## src/rtl/busclk_pkg.sv

```systemverilog
package busclk_pkg;

   typedef enum logic {
      MODE_PASS = 1'b0,
      MODE_DIV  = 1'b1
   } busclk_mode_e;

   // Largest ratio a field of the given width can request: 2 + (2^(w-1) - 1)
   function automatic int max_ratio(input int ctrl_w);
      return (1 << (ctrl_w - 1)) + 1;
   endfunction

   // Counter width needed to hold the largest ratio value itself
   function automatic int ratio_cnt_w(input int ctrl_w);
      return $clog2(max_ratio(ctrl_w) + 1);
   endfunction

endpackage

```

## src/rtl/busclk_cfg_slave.sv

```systemverilog
module busclk_cfg_slave #(
   parameter int          ADDR_W   = 32,
   parameter int          DATA_W   = 32,
   parameter logic [31:0] CFG_ADDR = 32'h0
) (
   input  logic                  clk,
   input  logic                  rst,
   input  logic                  cyc,
   input  logic                  stb,
   input  logic                  we,
   input  logic [ADDR_W-1:0]     adr,
   input  logic [DATA_W-1:0]     wdat,
   input  logic [DATA_W/8-1:0]   sel,
   output logic [DATA_W-1:0]     rdat,
   output logic                  ack,
   output logic [DATA_W-1:0]     cfg_q
);

   localparam int LANES = DATA_W / 8;

   generate
      if (DATA_W % 8 != 0) begin : g_bad_width
         $error("busclk_cfg_slave: DATA_W must be a whole number of bytes");
      end
      if (ADDR_W < 1 || ADDR_W > 32) begin : g_bad_addr
         $error("busclk_cfg_slave: ADDR_W must lie in 1..32");
      end
   endgenerate

   logic              ack_q;
   logic [DATA_W-1:0] rdat_q;
   logic              req_new;
   logic              hit;
   logic [7:0]        lane_q [LANES];

   assign req_new = cyc && stb && !ack_q;
   assign hit     = (adr == CFG_ADDR[ADDR_W-1:0]);

   generate
      for (genvar b = 0; b < LANES; b++) begin : g_lane
         always_ff @(posedge clk) begin
            if (rst) begin
               lane_q[b] <= 8'h00;
            end else if (req_new && we && hit && sel[b]) begin
               lane_q[b] <= wdat[b*8 +: 8];
            end
         end
         assign cfg_q[b*8 +: 8] = lane_q[b];


         lane_keep_chk: assert property (@(posedge clk) disable iff (rst)
            (req_new && we && !sel[b]) |=> $stable(lane_q[b]));
      end
   endgenerate

   always_ff @(posedge clk) begin
      if (rst) begin
         ack_q  <= 1'b0;
         rdat_q <= '0;
      end else begin
         ack_q <= req_new;
         if (req_new && !we && hit) begin
            rdat_q <= cfg_q;
         end else begin
            rdat_q <= '0;
         end
      end
   end

   assign ack  = ack_q;
   assign rdat = rdat_q;


   ack_single_chk: assert property (@(posedge clk) disable iff (rst)
      ack_q |=> !ack_q);


   ack_follow_chk: assert property (@(posedge clk) disable iff (rst)
      (cyc && stb && !ack_q) |=> ack_q);


   foreign_addr_chk: assert property (@(posedge clk) disable iff (rst)
      (req_new && we && !hit) |=> $stable(cfg_q));

endmodule

```

## src/rtl/busclk_ratio_dec.sv

```systemverilog
module busclk_ratio_dec
   import busclk_pkg::*;
#(
   parameter int CTRL_W = 4,
   parameter int CNT_W  = ratio_cnt_w(CTRL_W)
) (
   input  logic [CTRL_W-1:0] code,
   output busclk_mode_e      mode,
   output logic [CNT_W-1:0]  ratio
);

   localparam int OFS_W = CTRL_W - 1;

   generate
      if (CNT_W < ratio_cnt_w(CTRL_W)) begin : g_bad_cnt
         $error("busclk_ratio_dec: CNT_W too narrow for the largest ratio");
      end
   endgenerate

   always_comb begin
      mode  = code[CTRL_W-1] ? MODE_DIV : MODE_PASS;
      ratio = CNT_W'(2) + CNT_W'(code[OFS_W-1:0]);
   end

endmodule

```

## src/rtl/busclk_divcore.sv

```systemverilog
module busclk_divcore
   import busclk_pkg::*;
#(
   parameter int CNT_W = 4
) (
   input  logic              clk,
   input  logic              rst,
   input  busclk_mode_e      req_mode,
   input  logic [CNT_W-1:0]  req_ratio,
   output logic              clk_out
);

   busclk_mode_e     act_mode;
   logic [CNT_W-1:0] act_ratio;
   logic [CNT_W-1:0] cnt;
   logic [CNT_W-1:0] cnt_inc;
   logic [CNT_W-1:0] last_cnt;
   logic [CNT_W-1:0] high_len;
   logic             period_end;
   logic             div_q;

   assign cnt_inc    = cnt + CNT_W'(1);
   assign last_cnt   = act_ratio - CNT_W'(1);
   assign high_len   = act_ratio >> 1;
   assign period_end = (act_mode == MODE_PASS) || (cnt == last_cnt);

   always_ff @(posedge clk) begin
      if (rst) begin
         act_mode  <= MODE_PASS;
         act_ratio <= CNT_W'(2);
         cnt       <= '0;
         div_q     <= 1'b0;
      end else if (period_end) begin
         act_mode  <= req_mode;
         act_ratio <= req_ratio;
         cnt       <= '0;
         div_q     <= (req_mode == MODE_DIV);
      end else begin
         cnt   <= cnt_inc;
         div_q <= (cnt_inc < high_len);
      end
   end

   assign clk_out = (act_mode == MODE_PASS) ? clk : div_q;


   hold_mid_period_chk: assert property (@(posedge clk) disable iff (rst)
      (act_mode == MODE_DIV && cnt != last_cnt) |=>
         ($stable(act_ratio) && act_mode == MODE_DIV));


   cnt_bound_chk: assert property (@(posedge clk) disable iff (rst)
      (act_mode == MODE_DIV) |-> (cnt < act_ratio && act_ratio >= CNT_W'(2)));


   high_start_chk: assert property (@(posedge clk) disable iff (rst)
      (act_mode == MODE_DIV && cnt == '0) |-> div_q);


   low_end_chk: assert property (@(posedge clk) disable iff (rst)
      (act_mode == MODE_DIV && cnt == last_cnt) |-> !div_q);

endmodule

```

## src/rtl/busclk_divgen.sv

```systemverilog
module busclk_divgen
   import busclk_pkg::*;
#(
   parameter int          ADDR_W   = 32,
   parameter int          DATA_W   = 32,
   parameter logic [31:0] CFG_ADDR = 32'h0,
   parameter int          CTRL_LSB = 8,
   parameter int          CTRL_W   = 4,
   parameter int          GLB_W    = 8
) (
   input  logic                pri_clk,
   input  logic                rst,
   input  logic                wb_cyc_i,
   input  logic                wb_stb_i,
   input  logic                wb_we_i,
   input  logic [ADDR_W-1:0]   wb_adr_i,
   input  logic [DATA_W-1:0]   wb_dat_i,
   input  logic [DATA_W/8-1:0] wb_sel_i,
   output logic [DATA_W-1:0]   wb_dat_o,
   output logic                wb_ack_o,
   output logic [GLB_W-1:0]    glb_ctrl_o,
   output logic                bus_clk_o
);

   localparam int CNT_W = ratio_cnt_w(CTRL_W);

   generate
      if (CTRL_W < 2) begin : g_bad_ctrl
         $error("busclk_divgen: CTRL_W must be at least 2");
      end
      if (CTRL_LSB + CTRL_W > DATA_W) begin : g_bad_field
         $error("busclk_divgen: ratio field does not fit the register");
      end
      if (GLB_W > CTRL_LSB) begin : g_bad_glb
         $error("busclk_divgen: control byte overlaps the ratio field");
      end
   endgenerate

   logic [DATA_W-1:0] cfg_q;
   logic [CTRL_W-1:0] ratio_code;
   busclk_mode_e      req_mode;
   logic [CNT_W-1:0]  req_ratio;

   busclk_cfg_slave #(
      .ADDR_W   (ADDR_W),
      .DATA_W   (DATA_W),
      .CFG_ADDR (CFG_ADDR)
   ) u_cfg (
      .clk   (pri_clk),
      .rst   (rst),
      .cyc   (wb_cyc_i),
      .stb   (wb_stb_i),
      .we    (wb_we_i),
      .adr   (wb_adr_i),
      .wdat  (wb_dat_i),
      .sel   (wb_sel_i),
      .rdat  (wb_dat_o),
      .ack   (wb_ack_o),
      .cfg_q (cfg_q)
   );

   assign ratio_code = cfg_q[CTRL_LSB +: CTRL_W];
   assign glb_ctrl_o = cfg_q[GLB_W-1:0];

   busclk_ratio_dec #(
      .CTRL_W (CTRL_W),
      .CNT_W  (CNT_W)
   ) u_dec (
      .code  (ratio_code),
      .mode  (req_mode),
      .ratio (req_ratio)
   );

   busclk_divcore #(
      .CNT_W (CNT_W)
   ) u_core (
      .clk       (pri_clk),
      .rst       (rst),
      .req_mode  (req_mode),
      .req_ratio (req_ratio),
      .clk_out   (bus_clk_o)
   );


   reset_pass_chk: assert property (@(posedge pri_clk)
      $past(rst) |-> (cfg_q == '0));

endmodule

```

## config.mk

```make
export PLATFORM = sky130hd
export DESIGN_NAME = busclk_divgen
export DESIGN_NICKNAME = d
export VERILOG_FILES = /design/src/rtl/busclk_pkg.sv /design/src/rtl/busclk_cfg_slave.sv /design/src/rtl/busclk_ratio_dec.sv /design/src/rtl/busclk_divcore.sv /design/src/rtl/busclk_divgen.sv
export SDC_FILE = /design/constraint.sdc
export NUM_CORES = 1
export LEC_CHECK = 0
export ABC_CLOCK_PERIOD_IN_PS = 3500
export BUFFER_PORTS_ARGS = -buffer_cell sky130_fd_sc_hd__clkbuf_2
export CAP_MARGIN = 20
export CORE_MARGIN = 3
export CORE_UTILIZATION = 52
export CTS_CLUSTER_DIAMETER = 200
export DETAILED_ROUTE_END_ITERATION = 10
export PLACE_DENSITY = 0.87
export SKIP_LAST_GASP = 1
export SLEW_MARGIN = 0
export SYNTH_ARGS = -nofsm -noshare
export SYNTH_HDL_FRONTEND = slang
export SYNTH_SLANG_ARGS = --single-unit
```

## constraint.sdc

```tcl
create_clock -name pri_clk -period 3.5 [get_ports pri_clk]
set_input_delay 0.35 -clock pri_clk [delete_from_list [all_inputs] [get_ports pri_clk]]
set_output_delay 0.35 -clock pri_clk [all_outputs]
set_load 0.05 [all_outputs]
```

==> key figures <==
Synth
  • Most frequent cell after synthesis: and2_1
  • Post-synth top area share: 32.8%
  • Cell Area, Synth: about 0.0029 mm^2
  • Post-synth top area cell: edfxtp_1
  • Ys Warns: 0
  • Synth top area cells: edfxtp_1 (33%), dfxtp_1 (29%), and2_1 (14%)
  • Mapped Nets: between 300 and 400
  • Top post-synthesis cells by count: and2_1 (64), dfxtp_1 (43), edfxtp_1 (32), nand2b_1 (11)
  • Ys flop type: dfxtp_1
  • Seq cells post-synth: 75
  • Cell count after synthesis: ~230
  • Syn_area_per_cell: between 10 and 15 um^2
  • Post-synthesis sequential area ratio: 62.2%
  • Number of synthesized flops with an enable pin: 32
  • Synth async-reset ratio: 0%
  • Number of distinct library cells after synthesis: 30

Power and ir drop
  • Peak supply drop: approximately 300 uV
  • Cell leakage power: 1.73 nW
  • PwrDens: 496 mW/mm^2

Route
  • Number of DRC markers in iteration 0: between 70 and 80
  • Vias/cell: approximately 4.8
  • Post-DRT Antenna Nets: 0
  • Final WL: 5.77 mm
  • Routed WL per cell: around 14 um
  • # DRC: 0
  • Vias: around 2k
  • DRT Pass-1 Iters: 6

STA
  • Hold_ws: 0.148 ns
  • Hold Vio Cnt, Final: 0
  • RSZ-0062 raised after global routing: no
  • Skew final: about 0.0085 ns
  • Setup violations, final: 0
  • Slew at the pin closest to its max-slew limit: between 0.6 and 0.7 ns
  • Setup TNS: 0 ns
  • Final Max Slew Viols: 0
  • Max_slew headroom: between 50% and 60%

Placement
  • Routability-driven placement congestion ratio: a little over 0.8
  • Hpwl dp: around 4.5 mm
  • PortBufs: 114

Floorplan
  • Starting Density: ~56%
  • IO Pins: approximately 120
  • Chip Width: a little over 80 um
  • Row Count: 26
  • Die Area: about 0.0066 mm^2
  • Core area: ~0.0053 mm^2
  • Die Y: 81.0 um

Critical path
  • CP Data Required Time: about 3.2 ns
  • Critical path class: clock port to output pin
  • FF-to-FF path depth: 3
  • CP Launch Type: clock port
  • Crit-path max FO: 2
  • CP endpoint kind: output pin
  • Worst EP arrival: roughly 2.5 ns

Global route
  • Gr busiest metal: met2
  • Met1 Use GR: 19.6%
  • GR met2 Demand/Resource: around a third
  • Initial antenna violation count: 0
  • Largest net degree at the start of global routing: 33
  • Grt met3 use: under 10%
  • Vias in the first global route: roughly 2.1k
  • GRT Total Usage: about 20%
  • First-pass GRT wire length: approximately 9.3 mm
  • Grt ovf: 0

Clocking
  • CTS clock-pin slew for the worst setup and hold paths: 0.07 ns
  • Post-CTS setup buffers: 0
  • Clock Latency Late Sink: approximately 0.44 ns
  • Post-cts sizing count: 0
  • CTS tree: done
  • CTS Hold Buffers Added: 0

Worst hold path
  • Min-Delay Path Class: primary input to flip-flop
  • Hold Path Cell Cnt: 3

Final layout
  • Filler cell count: about 410
  • Total Nets Final: 420
  • Ant diodes: 0
  • Proportion of layout cells with a drive suffix above 1: 41.8%
  • Synth-to-layout area growth: 27.7%

Status
  • Status: complete, no violations

Flow run
  • Max Cap Viol: 0
[per-stage QoR]
step	total power [mW]	area [um^2]	util [%]	setup WS [ns]	instances
after global placement	1.10	3490	66.3	0.933	398
after CTS	1.88	3740	71.0	0.668	417
after detailed placement	1.10	3490	66.3	0.933	398
after floorplan	1.04	2930	-	1.03	226
after global routing	1.93	3740	71.0	0.659	417
final	1.85	3740	71.0	0.684	417
[power breakdown]
group / internal (mW) / total (mW) / switching [mW]
registers: 0.922 / 0.930 / 0.00758
clock network: 0.479 / 0.829 / 0.350
logic: 0.0461 / 0.0950 / 0.0489
total: 1.45 / 1.85 / 0.406
[worst max-delay path, stage by stage]
cell and delay, ns:
clkbuf_8 0.11, clkbuf_8 0.12, mux2_2 0.25, clkbuf_2 0.23
[kinds of logic (layout without fill, tap and decap cells)]
family	count (synthesis)	after routing	synth area share (%)
XOR/XNOR	8	8	2.39
buffers and inverters	18	139	4.10
multiplexers	6	6	2.09
flip-flops	75	75	62.2
adder cells (fa/ha/maj)	5	5	2.14
AND/OR/NAND/NOR	105	105	24.7
AO/OA/AOI/OAI	9	9	2.35
[path summary, 6_finish.rpt]
| path | startpoint | end | slack (ns) |
|---|---|---|---|
| worst max-delay path | pri_clk | bus_clk_o | 0.68 |
| worst max register to register | u_cfg.ack$_SDFF_PP0_ | u_cfg.lane_q[0][2]$_SDFFCE_PN0P_ | 1.62 |
| worst min register to register | u_cfg.lane_q[1][6]$_SDFFCE_PN0P_ | wb_dat_o[22]$_SDFF_PP0_ | 0.44 |
| worst min-delay path | wb_stb_i | u_cfg.ack$_SDFF_PP0_ | 0.15 |
[layout make-up]
cell class	instances	area (um^2)	area share, %
clock buffers	13	170	4.55
repair buffers	114	573	15.3
flip-flops and latches	75	1820	48.7
multi-input cells	133	986	26.4
clock inverters	7	82.6	2.21
inverters	5	18.8	0.502
well taps	70	87.6	2.34
[registers in the layout, summed over array words and instances, names as in the netlist]
| register | flops |
|---|---|
| wb_dat_o | 16 |
| u_cfg.ack | 1 |
| u_core.div_q | 1 |
| u_cfg.lane_q | 32 |
| u_core.act_mode | 1 |
| u_core.cnt | 4 |
| u_core.act_ratio | 4 |
| u_cfg.rdat | 16 |
[placed cells by master (no fill, tap or decap), drive strengths merged, types with 2 or more instances in the layout]
| cell | n |
|---|---|
| clkbuf | 126 |
| and2 | 64 |
| dfxtp | 43 |
| edfxtp | 32 |
| nor4 | 12 |
| nand2b | 11 |
| inv | 5 |
| nor3 | 5 |
| mux2i | 5 |
| ha | 5 |
| clkinv | 5 |
| a21o | 4 |
| xor2 | 4 |
| xnor2 | 4 |
| nand4 | 2 |
| nand2 | 2 |
| nand3 | 2 |
| nor3b | 2 |
| nor2 | 2 |
| bufinv | 2 |
[layer usage]
layer	wire, um	part of all wire [%]
met5	0	0
met4	162	2.8
met3	445	7.7
met2	3160	55
met1	2000	35
Power figures use the tool's default switching activity.
